===== config.mk =====
export PLATFORM = sky130hd
export DESIGN_NAME = coinc_validator
export DESIGN_NICKNAME = d
export VERILOG_FILES = /design/src/rtl/cv_pkg.sv /design/src/rtl/cv_compare.sv /design/src/rtl/cv_outreg.sv /design/src/rtl/cv_syncgen.sv /design/src/rtl/coinc_validator.sv
export SDC_FILE = /design/constraint.sdc
export NUM_CORES = 1
export LEC_CHECK = 0
export ABC_AREA = 1
export BUFFER_PORTS_ARGS = -buffer_cell sky130_fd_sc_hd__buf_2
export CORE_UTILIZATION = 30
export CTS_BUF_LIST = sky130_fd_sc_hd__clkbuf_16
export DETAILED_ROUTE_END_ITERATION = 10
export MAX_ROUTING_LAYER = met4
export PLACE_DENSITY = 0.43
export RECOVER_POWER = 50
export SYNTH_ARGS = -nofsm -noshare
export SYNTH_HDL_FRONTEND = slang
export SYNTH_SLANG_ARGS = --single-unit
export TNS_END_PERCENT = 1

===== constraint.sdc =====
create_clock -name clk -period 2.91 [get_ports clk]
set_input_delay 0.582 -clock clk [delete_from_list [all_inputs] [get_ports clk]]
set_output_delay 0.582 -clock clk [all_outputs]
set_load 0.01 [all_outputs]

===== src/rtl/cv_pkg.sv =====
package cv_pkg;

  // number of matches required for a transfer in the given mode
  function automatic int cv_threshold(input logic quad, input int lo_hits, input int hi_hits);
    return quad ? hi_hits : lo_hits;
  endfunction

  // next coincidence count: match advances, saturating at the threshold; mismatch clears
  function automatic int cv_next_count(input int cnt, input logic match, input int thr);
    if (!match)      return 0;
    else if (cnt >= thr) return thr;
    else             return cnt + 1;
  endfunction

endpackage


===== src/rtl/cv_compare.sv =====
module cv_compare #(
  parameter int WORD_W  = 8,
  parameter int LO_HITS = 2,
  parameter int HI_HITS = 4,
  localparam int CNT_W  = $clog2(HI_HITS + 1)
) (
  input  logic              clk,
  input  logic              rst_n,
  input  logic [WORD_W-1:0] word_i,
  input  logic              word_vld_i,
  input  logic              quad_mode_i,
  input  logic              load_en_i,
  output logic              match_o,
  output logic              xfer_o,
  output logic [CNT_W-1:0]  thr_o,
  output logic [CNT_W-1:0]  cnt_o,
  output logic [WORD_W-1:0] ref_o
);
  import cv_pkg::*;

  logic [WORD_W-1:0] ref_q;
  logic [CNT_W-1:0]  cnt_q;
  logic [CNT_W-1:0]  cnt_nxt;
  logic [CNT_W-1:0]  thr;

  always_comb begin
    thr     = CNT_W'(cv_threshold(quad_mode_i, LO_HITS, HI_HITS));
    match_o = (word_i == ref_q);
    cnt_nxt = CNT_W'(cv_next_count(int'(cnt_q), match_o, int'(thr)));
    xfer_o  = word_vld_i && load_en_i && (cnt_nxt == thr);
  end

  always_ff @(posedge clk) begin
    if (!rst_n) begin
      ref_q <= '0;
      cnt_q <= '0;
    end else if (word_vld_i) begin
      ref_q <= word_i;
      cnt_q <= xfer_o ? '0 : cnt_nxt;
    end
  end

  assign thr_o = thr;
  assign cnt_o = cnt_q;
  assign ref_o = ref_q;
endmodule


===== src/rtl/cv_outreg.sv =====
module cv_outreg #(
  parameter int WORD_W = 8
) (
  input  logic              clk,
  input  logic              rst_n,
  input  logic              load_i,
  input  logic [WORD_W-1:0] data_i,
  input  logic              sclk_i,
  output logic              shift_o,
  output logic              sdo_o,
  output logic [WORD_W-1:0] shreg_o
);
  logic              sclk_q;
  logic [WORD_W-1:0] shreg_q;

  assign shift_o = sclk_i && !sclk_q;

  always_ff @(posedge clk) begin
    if (!rst_n) begin
      sclk_q  <= 1'b0;
      shreg_q <= '0;
    end else begin
      sclk_q <= sclk_i;
      if (load_i)       shreg_q <= data_i;
      else if (shift_o) shreg_q <= {shreg_q[WORD_W-2:0], 1'b0};
    end
  end

  assign sdo_o   = shreg_q[WORD_W-1];
  assign shreg_o = shreg_q;
endmodule


===== src/rtl/cv_syncgen.sv =====
module cv_syncgen #(
  parameter int SYNC_LEN = 16,
  localparam int TMR_W   = $clog2(SYNC_LEN + 1)
) (
  input  logic clk,
  input  logic rst_n,
  input  logic trig_i,
  output logic sync_o
);
  logic [TMR_W-1:0] tmr_q;

  always_ff @(posedge clk) begin
    if (!rst_n)            tmr_q <= '0;
    else if (trig_i)       tmr_q <= TMR_W'(SYNC_LEN);
    else if (tmr_q != '0)  tmr_q <= tmr_q - 1'b1;
  end

  assign sync_o = (tmr_q != '0);
endmodule


===== src/rtl/coinc_validator.sv =====
module coinc_validator #(
  parameter int WORD_W   = 8,
  parameter int LO_HITS  = 2,
  parameter int HI_HITS  = 4,
  parameter int SYNC_LEN = 16,
  localparam int CNT_W   = $clog2(HI_HITS + 1)
) (
  input  logic              clk,
  input  logic              rst_n,
  input  logic [WORD_W-1:0] word_i,
  input  logic              word_vld_i,
  input  logic              quad_mode_i,
  input  logic              load_en_i,
  input  logic              sclk_i,
  output logic              sdo_o,
  output logic              sync_o
);
  // named internal events for the checker
  logic              match_w;
  logic              xfer_w;
  logic              shift_w;
  logic [CNT_W-1:0]  thr_w;
  logic [CNT_W-1:0]  cnt_w;
  logic [WORD_W-1:0] ref_w;
  logic [WORD_W-1:0] shreg_w;

  cv_compare #(.WORD_W(WORD_W), .LO_HITS(LO_HITS), .HI_HITS(HI_HITS)) u_cmp (
    .clk(clk), .rst_n(rst_n), .word_i(word_i), .word_vld_i(word_vld_i),
    .quad_mode_i(quad_mode_i), .load_en_i(load_en_i),
    .match_o(match_w), .xfer_o(xfer_w), .thr_o(thr_w), .cnt_o(cnt_w), .ref_o(ref_w)
  );

  cv_outreg #(.WORD_W(WORD_W)) u_out (
    .clk(clk), .rst_n(rst_n), .load_i(xfer_w), .data_i(word_i), .sclk_i(sclk_i),
    .shift_o(shift_w), .sdo_o(sdo_o), .shreg_o(shreg_w)
  );

  cv_syncgen #(.SYNC_LEN(SYNC_LEN)) u_sync (
    .clk(clk), .rst_n(rst_n), .trig_i(xfer_w), .sync_o(sync_o)
  );
endmodule


# Word level (Yosys, flattened, before mapping)

Index checks and enable logic that the tools add are counted.
Widths: inputs -> output; s select.

Flip-flop bits (word level): 25
Input bits: 14
Output and inout bits: 2
Word-level logic and storage cells: 28

Add/sub/neg operators: 2
$lt $le $gt $ge: 1
Equal/unequal tests: 2
Multiplexer cells: 8
Bitwise gates (word level): 1
Reductions and logical operators: 8

Operator list:

| kind                | number |
|---|---|
| $mux 8              | 2 |
| $mux 3              | 4 |
| $mux 5              | 2 |
| $eq 8x8->1          | 1 |
| $reduce_bool 5->1   | 1 |
| $sub 5x1->5 const B | 1 |
| $reduce_bool 2->1   | 2 |
| $add 3x1->3 const B | 1 |
| $eq 3x3->1          | 1 |
| $ge 3x3->1          | 1 |
| $logic_and 1x1->1   | 3 |
| $reduce_or 2->1     | 1 |
| $logic_not 1->1     | 1 |
| $not 1->1           | 1 |

# Depth between registers and ports, before layout

Gate-level depths: netlist of run 1.

Word-level depth: 7
Mapped depth: 14

# By module

Synthesis of run 1 repeated with hierarchy kept, for this count alone.

Cell total of the unflattened synthesis: 228
Area total of the unflattened synthesis: 1,495.2 um2

Modules (own cells, without submodules):

| module     | times used | cells each | area an instance (um2) | seq. area each (um2) |
|---|---|---|---|---|
| cv_compare | 1          | 128        | 785.8                  | 220.2 |
| cv_outreg  | 1          | 66         | 461.7                  | 180.2 |
| cv_syncgen | 1          | 34         | 247.7                  | 100.1 |

# Worst setup path after synthesis of run 1

No wires, ideal clock.

Kind: input-to-reg
Start: input quad_mode_i
End: register u_out.shreg_q[7] (netlist: u_out.shreg_o[7])
Library setup time: 69 ps
Arrival time: 2,064 ps
Setup slack: 778 ps
Cell stages on the path: 12
Path buffers: 1
Cell sequence: inv_1 -> ha_1 -> a21oi_1 -> nand3b_1 -> nand2_1 -> nand3_2 -> nand2_4 -> nand3_4 -> buf_6 -> nand2_2 -> nand2_1 -> a21oi_2

Longest elaborated chain between the ends: 7
Elaborated cells between the ends (all ways): 8
Classes of those cells: order compare: 1; eq/ne: 1; mux: 4; reduce/logical: 2

RTL lines:

| element                                            | RTL line              | RTL |
|---|---|---|
| start, declared                                    | coinc_validator.sv:12 | `input logic quad_mode_i,` |
| $mux 3 *                                           | cv_pkg.sv:5           | `return quad ? hi_hits : lo_hits;` |
| $ge 3x3->1                                         | cv_pkg.sv:11          | `else if (cnt >= thr) return thr;` |
| $mux 3                                             | cv_pkg.sv:11          |  |
| $mux 3                                             | cv_pkg.sv:10          | `if (!match) return 0;` |
| $eq 3x3->1 *                                       | cv_compare.sv:30      | `xfer_o = word_vld_i && load_en_i && (cnt_nxt == thr);` |
| $logic_and 1x1->1 *                                | cv_compare.sv:30      |  |
| $mux 8 / $reduce_bool 2->1 (equally long branches) | --                    |  |
| end signal, assigned                               | cv_outreg.sv:24       | `if (load_i) shreg_q <= data_i;` |
| end signal, assigned                               | cv_outreg.sv:25       | `else if (shift_o) shreg_q <= {shreg_q[WORD_W-2:0], 1'b0};` |
| end, declared                                      | cv_outreg.sv:14       | `logic [WORD_W-1:0] shreg_q;` |

Mark *: on every way between the ends. The rest lies on a longest branch, timed or not.
A chain may end at the register's enable or synchronous reset.

# Worst setup path after layout of run 1

Start: input quad_mode_i
End: register u_sync.tmr_q[3]

Longest elaborated chain between the ends: 7

RTL lines:

| element                            | RTL line         | RTL |
|---|---|---|
| $mux 3 *                           | cv_pkg.sv:5      |  |
| $ge 3x3->1                         | cv_pkg.sv:11     |  |
| $mux 3                             | cv_pkg.sv:11     |  |
| $mux 3                             | cv_pkg.sv:10     |  |
| $eq 3x3->1 *                       | cv_compare.sv:30 |  |
| $logic_and 1x1->1 *                | cv_compare.sv:30 |  |
| $reduce_or 2->1 (no source line) * | --               |  |
| end signal, assigned               | cv_syncgen.sv:14 | `else if (trig_i) tmr_q <= TMR_W'(SYNC_LEN);` |
| end signal, assigned               | cv_syncgen.sv:15 | `else if (tmr_q != '0) tmr_q <= tmr_q - 1'b1;` |
| end, declared                      | cv_syncgen.sv:10 | `logic [TMR_W-1:0] tmr_q;` |

Marked as above.

==> results of run 1 <==
critical path, cell delays in order:
cell and delay, ns:
clkbuf_1 0.20, inv_1 0.15, ha_1 0.33, a21oi_1 0.25
nand2_1 0.11, nand2_1 0.10, nand2_1 0.09, nand3_2 0.10
nand2_4 0.09, nand3_4 0.20, nand2_1 0.18, nor3_1 0.20
cell usage after synthesis (2+ instances only):
master,number
nand2_1,66
inv_1,27
dfxtp_1,25
a21oi_1,19
nand3_1,14
nand4_1,9
o21ai_0,9
nor2_1,7
ha_1,5
inv_2,5
clkbuf_1,3
nor3_1,3
xnor2_1,3
nand2_4,2
nand3_2,2
nand3b_1,2
nor2_4,2
o21ai_1,2
or2_2,2
sequential cells by signal (all words and copies together), names as in the netlist:
signal,flops
u_cmp.cnt_o,3
u_cmp.ref_o,8
u_out.sclk_q,1
u_out.shreg_o,8
u_sync.tmr_q,5
report_power, final:
| group | total (W) | switching (W) | internal (W) | leakage, nW |
|---|---|---|---|---|
| clock | 0.000309 | 0.000125 | 0.000184 | 0.0423 |
| sequential | 0.000409 | 0.0000280 | 0.000381 | 0.206 |
| combinational | 0.000263 | 0.000151 | 0.000112 | 0.524 |
| total | 0.000981 | 0.000304 | 0.000677 | 0.772 |
cells by family after synthesis:
logic type / after synthesis / share of synthesized area, %
AO/OA/AOI/OAI: 32 / 11.35
XOR/XNOR: 4 / 2.408
AND/OR/NAND/NOR: 113 / 37.49
adder cells (fa/ha/maj): 5 / 4.299
flip-flops: 25 / 34.39
buffers and inverters: 37 / 10.06
layer usage:
layer  vias to the layer above  track usage [%]  part of all wire (%)
met3                         2            3.516                   3.0
met1                       559            18.46                    53
met5                         -                -                     0
met4                         0            3.268                  0.54
met2                        15            21.49                    43
li1                        729                -                     -
how the worst max path moves through the flow:
stage | from | to | slack (ns) | cells after the start
2_1_floorplan | quad_mode_i | u_out.shreg_o[7] | 0.78 | 12
3_3_place_gp | quad_mode_i | u_cmp.cnt_o[1] | 0.44 | 12
3_5_place_dp | quad_mode_i | u_cmp.cnt_o[1] | 0.35 | 11
4_1_cts | quad_mode_i | u_cmp.cnt_o[1] | 0.63 | 11
5_1_grt | quad_mode_i | u_sync.tmr_q[2] | 0.20 | 12
6_report | quad_mode_i | u_sync.tmr_q[3] | 0.51 | 12
cell type report:
type | instances | area share (%)
timing repair buffer | 16 | 4.545
clock inverter | 1 | 0.2273
tap | 52 | 3.939
inverter | 33 | 7.500
clock buffer | 3 | 4.545
sequential | 25 | 30.30
multi-input combinational | 154 | 48.94
per-stage QoR:
step                utilization, %  cells
finish                       36.67    284
global route                 36.67    284
CTS                          36.83    284
detailed placement           35.08    280
global placement             35.08    280
floorplan                        -    216
==> qor.txt, run 1 <==
largest area contributor in the netlist: dfxtp_1
post-CTS sizing: 0
r2r setup slk: 0.86 ns
TritonCTS clock tree: done
H-tree depth: 1
Pwr Total: 0.0009811 W
setup tns final: 0 ns
fillers: 512
Async S/R FF share, synth: 0%
synthesized area: 1455 um^2
Worst Path Required: 3.09 ns
Chip Height: 71.65 um
Area Overhead vs Synth: 13.50%
CTS clk-pin slew, worst paths: 0.07 ns
Final Net Count: 252
top cells by area, synth: dfxtp_1, nand2_1, inv_1
Hold Crit Depth: 2
Total GRT Usage: 13.98%
min cycle time layout: 2.398 ns
Yosys reg bits: 25
I/O Pins: 16
worst-margin pin slew: 0.6570 ns
initial core utilization: 32.31%
Die Wd: 71.65 um
hold worst-path end: u_out.shreg_o[1]
worst skew pair latency: 0.26 ns
Initial DRC Count: 91
WS Path Type: input port to flop
vias per cell: 4.595
diodes inserted: 0
Area after DPL: 1580 um^2
FF+latch area: 500.5 um^2
RSZ-0062 raised after global routing: no
Max Freq: 417.1 MHz
post-place setup slack: 0.3544 ns
ys flop type: dfxtp_1
Detailed Route WL: 3163 um
TritonCTS buffer count: 3
pin count of the biggest net entering global routing: 22
TritonRoute pass-1 iters: 4
setup bufs post-CTS: 0
worst flop-to-flop path startpoint: u_cmp.cnt_o[2]
R2R Path End: u_sync.tmr_q[3]
final worst setup slack: 0.5125 ns
I/O Buffers: 15
HPWL Detailed: 2395 um
min-delay src: u_out.shreg_o[1]
endpoint kind of the worst setup timing path: flop
max_slew headroom: 56.20%
share of the synthesized area in the top cell type: 34.39%
Reg2Reg Depth: 10
root buffer cell: clkbuf_16
total core area: 4504 um^2
first-pass GRT wire length: 5409 um
leakage: 0.7716 nW
multi-input gate area in the final layout: 808.3 um^2
Critical Path Source Type: input port
CP max FO: 17
# Max-Cap Violations: 0
Synth Area per Inst: 6.737 um^2
number of synthesized flops with an enable pin: 0
antenna violations before repair: 0
sequential cell area fraction in the yosys report: 34.39%
CP Data Arrival Time: 2.58 ns
highest-count cells in the layout ignoring fill and taps: nand2_1, inv_1, dfxtp_1
P per Cell Area: 594.0 nW/um^2
peak supply drop: 291.9 uV
gpl congestion: 0.7100
vias in the first global route: 1197
full die area: 5133 um^2
Max clock buf depth: 2
status: finished, final reports clean
TritonCTS Sinks: 25
Final Hold Violating Endpoints: 0
hold bufs inserted after CTS: 0
Syn. warnings: 0
fin crit share: 82.39%
clk_skew: 0.003455 ns
Pins Over Slew Limit: 0
post-synth net total: 235
layout cells sized above 1: 13.36%
Cell variety after synth: 28
Post-Syn Instances: 216
DRC viols: 0
cell area after layout: 1652 um^2
DR WL/cell: 11.14 um
commonest non-fill, non-tap cell in the layout: nand2_1
Hold/Removal Path Class: flop to flop
Antenna Nets Post-Route: 0
# setup viols final: 0
worst hold margin: 0.4831 ns
gr ovfl total: 0
routed vias: 1305
Rows: 24
Power figures use the tool's default switching activity.
==> run 2, diff against run 1 <==
Settings changed: PLACE_DENSITY 0.43 to 0.45.
Clock period 2.91 ns to 2.1 ns, I/O delays scaled along.
==> run 2 against run 1 <==
  * Wire length is 0.32% higher
  * Cell area is 6.3% higher
  * Sequential share of layout area is 1.8 points lower
  * Setup slack worse by 0.26 ns
  * Clock-buffer cell count stayed put
  * First-iteration DRC count is 35% lower
  * Sequential cell count stayed put
  * Register-to-register slack worse by 0.60 ns
  * Die area stayed put
  * Via count is 2.5% higher
  * Non-clock buffer count is 11 higher
  * Utilization is 2.3 points higher
==> qor.txt, run 2 (same netlist as run 1, synthesis figures left out) <==
pin count of the biggest net entering global routing: 21
TritonCTS buffer count: 3
min-delay src: sclk_i
hold worst-path end: u_out.sclk_q
TritonRoute pass-1 iters: 4
worst skew pair latency: 0.26 ns
part of the power in registers: 40.9%
Antenna Nets Post-Route: 0
endpoint kind of the worst setup timing path: primary output
highest-count cells in the layout ignoring fill and taps: nand2_1, inv_1, dfxtp_1
first-pass GRT wire length: 5816 um
Max clock buf depth: 2
TritonCTS Sinks: 25
RSZ-0062 raised after global routing: no
Initial DRC Count: 59
routed vias: 1337
R2R Path End: u_out.shreg_o[6]
Rows: 24
CTS clk-pin slew, worst paths: 0.07 ns
Pwr Total: 0.001389 W
hold bufs inserted after CTS: 0
Sw Pwr: 0.0004230 W
diodes inserted: 0
DR WL/cell: 10.76 um
Detailed Route WL: 3173 um
CP Data Arrival Time: 1.43 ns
worst hold margin: 0.3535 ns
I/O Pins: 16
Max Freq: 541.6 MHz
gr ovfl total: 0
initial core utilization: 32.31%
internal power: 0.0009659 W
fin util: 38.97%
Hold Crit Depth: 3
worst-margin pin slew: 0.5697 ns
Sw Share: 30.46%
Die Wd: 71.65 um
layout cells sized above 1: 18.52%
WP buf/inv: 4
Top delay family on crit path: buffers and inverters
status: finished, final reports clean
min cycle time layout: 1.846 ns
clk_skew: 0.005855 ns
gpl congestion: 0.7248
P per Cell Area: 791.2 nW/um^2
Chip Height: 71.65 um
leakage: 0.8372 nW
Reg2Reg Depth: 11
worst flop-to-flop path startpoint: u_cmp.cnt_o[2]
clock share of power: 30.3%
# setup viols final: 0
r2r setup slk: 0.26 ns
post-CTS sizing: 0
Hold/Removal Path Class: input port to flop
setup bufs post-CTS: 0
setup tns final: 0 ns
DRC viols: 0
CP max FO: 3
CP most frequent cell: inv_1
max_slew headroom: 62.02%
Area Overhead vs Synth: 20.64%
WS Path Type: flop to primary output
Worst Path Required: 1.68 ns
HPWL Detailed: 2426 um
peak supply drop: 342.1 uV
antenna violations before repair: 0
root buffer cell: clkbuf_16
TritonCTS clock tree: done
full die area: 5133 um^2
slowest stage delay, CP: 0.33 ns
Critical Path Source Type: flop
Final Net Count: 263
vias per cell: 4.532
fin crit share: 87.92%
Final Hold Violating Endpoints: 0
Pins Over Slew Limit: 0
vias in the first global route: 1285
H-tree depth: 1
crit path cell chain: inv_1 -> ha_1 -> inv_1 -> nor4_1 -> inv_1 -> buf_2
Total GRT Usage: 14.87%
commonest non-fill, non-tap cell in the layout: nand2_1
total core area: 4504 um^2
I/O Buffers: 15
part of the power in combinational logic: 28.8%
# Max-Cap Violations: 0
Slowest-stage cell, CP: dfxtp_1
==> run 2: cell types whose count changed in the layout (fill, tap and decap cells not counted) <==
cell | previous run | this run
buf_4 | 0 | 11
buf_12 | 0 | 1
clkbuf_1 | 4 | 2
buf_2 | 12 | 13
a21oi_1 | 19 | 18
a21oi_2 | 1 | 2
==> run 2: power by group through the flow <==
| stage | combinational (W) | sequential [W] | clock, W |
|---|---|---|---|
| after detailed placement | 0.000399 | 0.000578 | 0 |
| after global placement | 0.000404 | 0.000579 | 0 |
| after CTS | 0.000402 | 0.000567 | 0.000443 |
| after floorplan | 0.000281 | 0.000569 | 0 |
| after global routing | 0.000463 | 0.000575 | 0.000469 |
| final | 0.000400 | 0.000568 | 0.000421 |
==> run 2: tightest hold or removal path, stage by stage <==
cell	delay [ns]
buf_2	0.09
nand2_1	0.04
inv_1	0.04
==> run 2: final cells by class <==
type / instances / area [um^2]
fillers: 483 / 2749
multi-input cells: 154 / 812.0
flip-flops and latches: 25 / 500.5
repair buffers: 27 / 175.2
inverters: 33 / 123.9
clock buffers: 3 / 75.07
well taps: 52 / 65.06
clock inverters: 1 / 3.754
==> run 2: metal layers <==
| metal | track usage [%] | wire (um) | share of wire, % |
|---|---|---|---|
| met2 | 22.12 | 1386 | 44 |
| met5 | - | 0 | 0 |
| met4 | 4.575 | 22 | 0.69 |
| met3 | 3.516 | 110 | 3.5 |
| met1 | 19.93 | 1654 | 52 |
==> run 2: stage by stage <==
| step | instances | setup slack (ns) | cell area, um^2 |
|---|---|---|---|
| finish | 295 | 0.2536 | 1755 |
| detailed placement | 291 | -0.03024 | 1675 |
| floorplan | 216 | 0.1296 | 1455 |
| global route | 295 | 0.02927 | 1755 |
| CTS | 295 | 0.1930 | 1754 |
| global placement | 291 | -0.03311 | 1675 |
==> run 2: worst max path at each step <==
stage	from	endpoint	slack [ns]	cells past startpoint
after floorplan	quad_mode_i	u_out.shreg_o[7]	0.13	12
after global placement	quad_mode_i	u_out.shreg_o[1]	-0.03	14
after detailed placement	quad_mode_i	u_out.shreg_o[6]	-0.03	13
after CTS	u_cmp.cnt_o[2]	u_out.shreg_o[6]	0.19	11
after global routing	u_cmp.cnt_o[1]	u_sync.tmr_q[2]	0.03	11
final	u_sync.tmr_q[0]	sync_o	0.25	6
